<file path="src/rtl/usbrx_pkg.sv">
package usbrx_pkg;
  localparam int STUFF_RUN = 6;

  function automatic logic line_is_se0(input logic p, input logic m);
    return !p && !m;
  endfunction

  function automatic logic nrzi_decode(input logic prev_lvl, input logic cur_lvl);
    return prev_lvl == cur_lvl;
  endfunction

  function automatic logic [7:0] lsb_insert(input logic [7:0] acc, input logic b);
    return {b, acc[7:1]};
  endfunction
endpackage

</file>
<file path="src/rtl/usbrx_nrzi.sv">
module usbrx_nrzi
  import usbrx_pkg::*;
(
  input  logic clk,
  input  logic rst_n,
  input  logic load,
  input  logic adv,
  input  logic dp,
  input  logic dm,
  output logic dbit,
  output logic se0
);
  logic prev_lvl;

  always_ff @(posedge clk or negedge rst_n) begin
    if (!rst_n)    prev_lvl <= 1'b1;
    else if (load) prev_lvl <= 1'b1;
    else if (adv)  prev_lvl <= dp;
  end

  assign se0  = line_is_se0(dp, dm);
  assign dbit = nrzi_decode(prev_lvl, dp);
endmodule

</file>
<file path="src/rtl/usbrx_destuff.sv">
module usbrx_destuff #(
  parameter int RUN_LEN = 6
) (
  input  logic clk,
  input  logic rst_n,
  input  logic load,
  input  logic adv,
  input  logic dbit,
  output logic stuff_slot
);
  localparam int RW = $clog2(RUN_LEN + 1);
  logic [RW-1:0] run_q;

  assign stuff_slot = (run_q == RW'(RUN_LEN));

  always_ff @(posedge clk or negedge rst_n) begin
    if (!rst_n)          run_q <= '0;
    else if (load)       run_q <= RW'(1);
    else if (adv) begin
      if (stuff_slot)    run_q <= '0;
      else if (dbit)     run_q <= run_q + RW'(1);
      else               run_q <= '0;
    end
  end
endmodule

</file>
<file path="src/rtl/usbrx_assembler.sv">
module usbrx_assembler
  import usbrx_pkg::*;
#(
  parameter int MAX_BYTES = 8,
  localparam int CW = $clog2(MAX_BYTES + 1)
) (
  input  logic          clk,
  input  logic          rst_n,
  input  logic          load,
  input  logic          adv,
  input  logic          dbit,
  output logic          byte_done,
  output logic [7:0]    byte_val,
  output logic          full,
  output logic [CW-1:0] count
);
  logic [7:0] acc_q;
  logic [2:0] idx_q;

  assign byte_done = adv && (idx_q == 3'd7);
  assign byte_val  = lsb_insert(acc_q, dbit);
  assign full      = (count == CW'(MAX_BYTES));

  always_ff @(posedge clk or negedge rst_n) begin
    if (!rst_n) begin
      acc_q <= '0;
      idx_q <= '0;
      count <= '0;
    end else if (load) begin
      acc_q <= '0;
      idx_q <= '0;
      count <= '0;
    end else if (adv) begin
      acc_q <= byte_val;
      idx_q <= idx_q + 3'd1;
      if (byte_done && !full) count <= count + CW'(1);
    end
  end
endmodule

</file>
<file path="src/rtl/usb_ls_rx.sv">
module usb_ls_rx
  import usbrx_pkg::*;
#(
  parameter int MAX_BYTES = 8,
  localparam int AW = (MAX_BYTES > 1) ? $clog2(MAX_BYTES) : 1,
  localparam int CW = $clog2(MAX_BYTES + 1)
) (
  input  logic          clk,
  input  logic          rst_n,
  input  logic          bit_tick,
  input  logic          dp,
  input  logic          dm,
  input  logic          sync_seen,
  output logic          byte_valid,
  output logic [7:0]    byte_data,
  output logic [AW-1:0] wr_addr,
  output logic          eop_pulse,
  output logic [CW-1:0] eop_count,
  output logic          ovf_pulse,
  output logic          stuff_err
);
  logic          active;
  logic          dbit, se0, stuff_slot;
  logic          byte_done, full;
  logic [7:0]    byte_val;
  logic [CW-1:0] count;

  // named internal events
  logic samp_ev, se0_ev, line_ev, stuff_ev, bad_stuff_ev, data_ev, ovf_ev, write_ev;

  assign samp_ev      = active && bit_tick && !sync_seen;
  assign se0_ev       = samp_ev && se0;
  assign line_ev      = samp_ev && !se0;
  assign stuff_ev     = line_ev && stuff_slot;
  assign bad_stuff_ev = stuff_ev && dbit;
  assign data_ev      = line_ev && !stuff_slot;
  assign ovf_ev       = byte_done && full;
  assign write_ev     = byte_done && !full;

  usbrx_nrzi u_nrzi (
    .clk(clk), .rst_n(rst_n), .load(sync_seen), .adv(samp_ev),
    .dp(dp), .dm(dm), .dbit(dbit), .se0(se0)
  );

  usbrx_destuff #(.RUN_LEN(STUFF_RUN)) u_destuff (
    .clk(clk), .rst_n(rst_n), .load(sync_seen), .adv(line_ev),
    .dbit(dbit), .stuff_slot(stuff_slot)
  );

  usbrx_assembler #(.MAX_BYTES(MAX_BYTES)) u_asm (
    .clk(clk), .rst_n(rst_n), .load(sync_seen), .adv(data_ev), .dbit(dbit),
    .byte_done(byte_done), .byte_val(byte_val), .full(full), .count(count)
  );

  always_ff @(posedge clk or negedge rst_n) begin
    if (!rst_n)                               active <= 1'b0;
    else if (sync_seen)                       active <= 1'b1;
    else if (se0_ev || bad_stuff_ev || ovf_ev) active <= 1'b0;
  end

  always_ff @(posedge clk or negedge rst_n) begin
    if (!rst_n) begin
      byte_valid <= 1'b0;
      byte_data  <= '0;
      wr_addr    <= '0;
      eop_pulse  <= 1'b0;
      eop_count  <= '0;
      ovf_pulse  <= 1'b0;
      stuff_err  <= 1'b0;
    end else begin
      byte_valid <= write_ev;
      eop_pulse  <= se0_ev;
      ovf_pulse  <= ovf_ev;
      stuff_err  <= bad_stuff_ev;
      if (write_ev) begin
        byte_data <= byte_val;
        wr_addr   <= AW'(count);
      end
      if (se0_ev) eop_count <= count;
    end
  end
endmodule

</file>
<file path="config.mk">
export PLATFORM = sky130hd
export DESIGN_NAME = usb_ls_rx
export DESIGN_NICKNAME = d
export VERILOG_FILES = /design/src/rtl/usbrx_pkg.sv /design/src/rtl/usbrx_nrzi.sv /design/src/rtl/usbrx_destuff.sv /design/src/rtl/usbrx_assembler.sv /design/src/rtl/usb_ls_rx.sv
export SDC_FILE = /design/constraint.sdc
export NUM_CORES = 1
export LEC_CHECK = 0
export BUFFER_PORTS_ARGS = -buffer_cell sky130_fd_sc_hd__buf_2
export CAP_MARGIN = 10
export CORE_ASPECT_RATIO = 1.75
export CORE_MARGIN = 4
export CORE_UTILIZATION = 56
export DETAILED_ROUTE_END_ITERATION = 12
export PLACE_DENSITY = 0.78
export SYNTH_ARGS = -nofsm -noshare
export SYNTH_HDL_FRONTEND = slang
export SYNTH_SLANG_ARGS = --single-unit
</file>
<file path="constraint.sdc">
create_clock -name clk -period 1.95 [get_ports clk]
set_clock_uncertainty 0.1 [all_clocks]
set_input_delay 0.39 -clock clk [delete_from_list [all_inputs] [get_ports clk]]
set_output_delay 0.39 -clock clk [all_outputs]
set_load 0.005 [all_outputs]
</file>
; ---- After elaboration in Yosys (flattened, before gate mapping)
; Index checks and enable logic that the tools add are counted.
[totals]
register_bits = 39
in_bits = 6
output_inout_bits = 19
[op_classes]
n_addsub = 3
eq_ne = 4
n_mux = 15
n_reduce_logical = 25
[ops]
columns = op, n
row1 = $mux W3, 6
row2 = $mux W8, 2
row3 = $mux W4, 3
row4 = $logic_and A1 B1 Y1, 11
row5 = $reduce_bool A2 Y1, 5
row6 = $add A3 B1 Y3 const B, 2
row7 = $eq A3 B3 Y1 const B, 2
row8 = $logic_not A1 Y1, 6
row9 = $add A4 B1 Y4 const B, 1
row10 = $eq A4 B4 Y1 const B, 1
row11 = $mux W1, 4
row12 = $logic_or A1 B1 Y1, 2
row13 = $reduce_and A2 Y1, 1
row14 = $eq A1 B1 Y1, 1

; ---- Longest topological paths before layout
[depth]
word_depth = 10
mapped_depth = 6
depth_no_buf = 5

; ---- Cells and area by module
; From an unflattened synthesis, not the netlist that was laid out.
[hier_totals]
hier_cells = 132
hier_area_um2 = 1666.6
[modules_own_cells]
columns = module, n_inst, cells_per_inst, area_each_um2, seq_area_each_um2
row1 = usb_ls_rx, 1, 47, 775.7, 500.5
row2 = usbrx_assembler, 1, 61, 658.1, 350.3
row3 = usbrx_destuff, 1, 19, 178.9, 75.1
row4 = usbrx_nrzi, 1, 5, 53.8, 26.3

; ---- Worst setup path before layout
; No wires, ideal clock.
[synth_path]
kind = reg-to-reg
startpoint = register u_asm.idx_q[0]
endpoint = register byte_data[0]
setup_ns = 0.125
arrival_time_ns = 1.484
required_time_ns = 1.725
path_slack_ns = 0.241
stages_incl_launch_ff = 7
path_buffers = 1
synth_period_minus_slack_ns = 1.709
path_cell_list = dfrtp_1 > ha_1 > ha_1 > a21boi_2 > nand4_4 > buf_6 > mux2_4
[synth_between]
elab_chain_len = 3
[synth_rtl]
columns = item, line_no
row1 = start: declaration, usbrx_assembler.sv:18  ; logic [2:0] idx_q;
row2 = start signal: assignment, usbrx_assembler.sv:35  ; idx_q <= idx_q + 3'd1;
row3 = $eq A3 B3 Y1, usbrx_assembler.sv:20  ; assign byte_done = adv && (idx_q == 3'd7);
row4 = $logic_and A1 B1 Y1, usbrx_assembler.sv:20
row5 = $logic_and A1 B1 Y1, usb_ls_rx.sv:38  ; assign write_ev = byte_done && !full;
row6 = end signal: assignment, usb_ls_rx.sv:76  ; byte_data <= byte_val;
row7 = end: declaration, usb_ls_rx.sv:15  ; output logic [7:0] byte_data,
; Every way passes these cells.
; A chain may end at the register's enable or synchronous reset.

; ---- Worst setup path after layout
[layout_path]
startpoint = register u_asm.count[1]
endpoint = register byte_data[7]
[layout_between]
elab_chain_len = 3
[layout_rtl]
columns = item, line_no
row1 = start: declaration, usbrx_assembler.sv:15  ; output logic [CW-1:0] count
row2 = start signal: assignment, usbrx_assembler.sv:36  ; if (byte_done && !full) count <= count + CW'(1);
row3 = $eq A4 B4 Y1, usbrx_assembler.sv:22  ; assign full = (count == CW'(MAX_BYTES));
row4 = $logic_not A1 Y1, usb_ls_rx.sv:38
row5 = $logic_and A1 B1 Y1, usb_ls_rx.sv:38
; Every way passes these cells.

==> metrics <==
total internal power 1.12 mW; vias in the first global route 1,336; Net Sw Frac 24.1%; fraction of layout cells with a size suffix above 1 33.7%; Least-Margin Pin Slew 476 ps; register area share after synthesis 54.2%; Ys Warns 0; Max Clk Rate 556 MHz; element type at the critical path end flop; clock-pin slew on the worst setup and hold paths 70 ps; CTS-repair resized insts 0; fin cells 220; Layout area overhead 17.8%; Post-DP Area 1940 µm²; Longest Clk Path Bufs 2; final cycle utilization of the critical path 92.2%; routability cong. 0.837; Post-synth EDFFs 0; post-synthesis cell count 144; synth cell count leaders dfrtp_1 (37), nand2_1 (13), inv_1 (10); ys async rst share 100%; remaining antenna violation count after routing 0; Port Buffers 24; Final Max Slew Viols 0; CTS root buffer clkbuf_8; syn_area_per_cell 12.2 µm²; Final min period 1800 ps; hpwl dp 2680 µm; Via-to-Cell Ratio 5.70; Congestion Overflow GR 0; grt met3 use 5.21%; maximum fanout along the worst path 14; Post-Syn Nets 156; Leak 1.11 nW; Area contributors post-synth dfrtp_1 (53%), mux2_4 (6.0%), mux2_2 (5.1%), ha_1 (4.3%), mux2i_1 (3.4%); num ports 25; VDD IR-drop max 0.000631 V; Die Area 4130 µm²; Final Cell Area 2070 µm²; TritonCTS Sinks 38; flops & latches, synth 38; Setup Slack @ Placement 80.2 ps; Final #Nets 189; final setup vio count 0; Netlist Area Pre-Place 1760 µm²; WP data required 2030 ps; Max H-tree Level 2; Comb power frac 6.9%; 1st-pass router iterations 4; final hold vios 0; die width 50.3 µm; Detailed Route WL 3680 µm; reported net switching power 0.355 mW; antenna violations before repair 0; Fin Hold WS 280 ps; Pwr per Cell Area 713 nW/µm²; Diodes inserted 0; M1 GR Usage 18.9%; crit path kind flop to flop; sequential power share 55.0%; predominant post-synthesis flop cell dfrtp_1; FP Rows 26; share of the synthesized area in the top cell type 52.7%; DR iter-0 viols 40; # DRC 0; GR Layer Usage met2 37.4%; largest net degree at the start of global routing 39; setup TNS 0 ps; total CTS buffers 5; HP Class input port to flop; Initial Util 59.3%; RSZ-0062 raised after global routing no; fin util 69.9%; via total after detailed routing 1,255; busiest grt layer met2; core area 2960 µm²; Slew headroom 68.3%; CTS tree yes; Worst Path Arrival 1880 ps; total power 1.48 mW; Final Worst Setup Slack 153 ps; DR WL/cell 16.7 µm; Critical Path Source Type flop; Synth cell types 39; count leader, synth dfrtp_1; status complete, no violations; clock power share 38.1%; max_cap viols 0; fillers 216; cell total after placement 210; first-pass GRT wire length 6120 µm; post-synth top area cell dfrtp_1; GRT Overall Usage 20.1%; clk_lat worst skew 290 ps; die height 82.1 µm
==> sequential cells by signal, indices dropped and copies added, names as in the netlist <==
signal / cells
byte_data: 8
u_asm.acc_q: 7
eop_count: 4
u_asm.count: 4
u_asm.idx_q: 3
u_destuff.run_q: 3
wr_addr: 3
active: 1
byte_valid: 1
eop_pulse: 1
ovf_pulse: 1
stuff_err: 1
u_nrzi.prev_lvl: 1
==> cell usage in the layout, fill, tap and decap left out, drive strengths merged, types with 2 or more instances in the layout <==
cell type	count
clkbuf	6
inv	10
nand4	3
buf	31
nand2	13
nor2b	2
dfrtp	37
mux2	15
nor2	5
nand3b	2
nor4	3
mux2i	6
nand3	4
o311ai	4
ha	6
o22ai	2
o21ai	9
==> final cells by class <==
type	count	area, µm²	area share, %
Sequential cell	38	952	46.0
Multi-Input combinational cell	90	724	35.0
Timing Repair Buffer	32	208	10.0
Clock buffer	6	82.6	3.99
Tap cell	42	52.6	2.54
Inverter	10	37.5	1.81
Clock inverter	2	12.5	0.605
==> worst max-delay path, cell delays in order (launching register included) <==
cell      delay [ps]
dfrtp_1          420
inv_1            130
ha_1             210
nand3b_1         200
nand4_4          130
buf_12           160
mux2_2           340
==> what timing repair did <==
action / CTS / global route
hold buffers: 1 / 0
hold endpoints to repair: 37 / 0
setup buffers: 0 / 1
setup endpoints to repair: 0 / 10
==> final timing paths <==
check	start	endpoint	slack [ps]	cells after the start
min in group asynchronous	rst_n	byte_data[3]	490	3
worst max-delay path	u_asm.count[1]	byte_data[7]	150	6
worst max register to register	u_asm.count[1]	byte_data[7]	150	6
max in group asynchronous	rst_n	u_nrzi.prev_lvl	1020	3
worst min register to register	byte_data[5]	byte_data[5]	410	1
worst min-delay path	dp	u_nrzi.prev_lvl	280	3
==> logic make-up after synthesis <==
group	Yosys count	synth area share, %
AND/OR/NAND/NOR	37	11.8
buffers and inverters	16	4.56
flip-flops	38	54.2
AO/OA/AOI/OAI	24	9.69
adder cells (fa/ha/maj)	6	4.27
XOR/XNOR	2	0.997
multiplexers	21	14.5
==> power by group through the flow <==
stage	Combinational [mW]	Clock (mW)	Sequential, mW
after detailed placement	0.101	0	0.826
after global routing	0.114	0.614	0.813
final	0.102	0.562	0.812
after global placement	0.0978	0	0.825
after floorplan	0.0547	0	0.824
after CTS	0.103	0.574	0.811
==> metal layers <==
metal	wire length (µm)	part of all wire, %
met5	0	0
met4	110	3.0
met3	155	4.2
met2	2050	56
met1	1360	37
No activity file was read; power rests on OpenSTA's default activity.
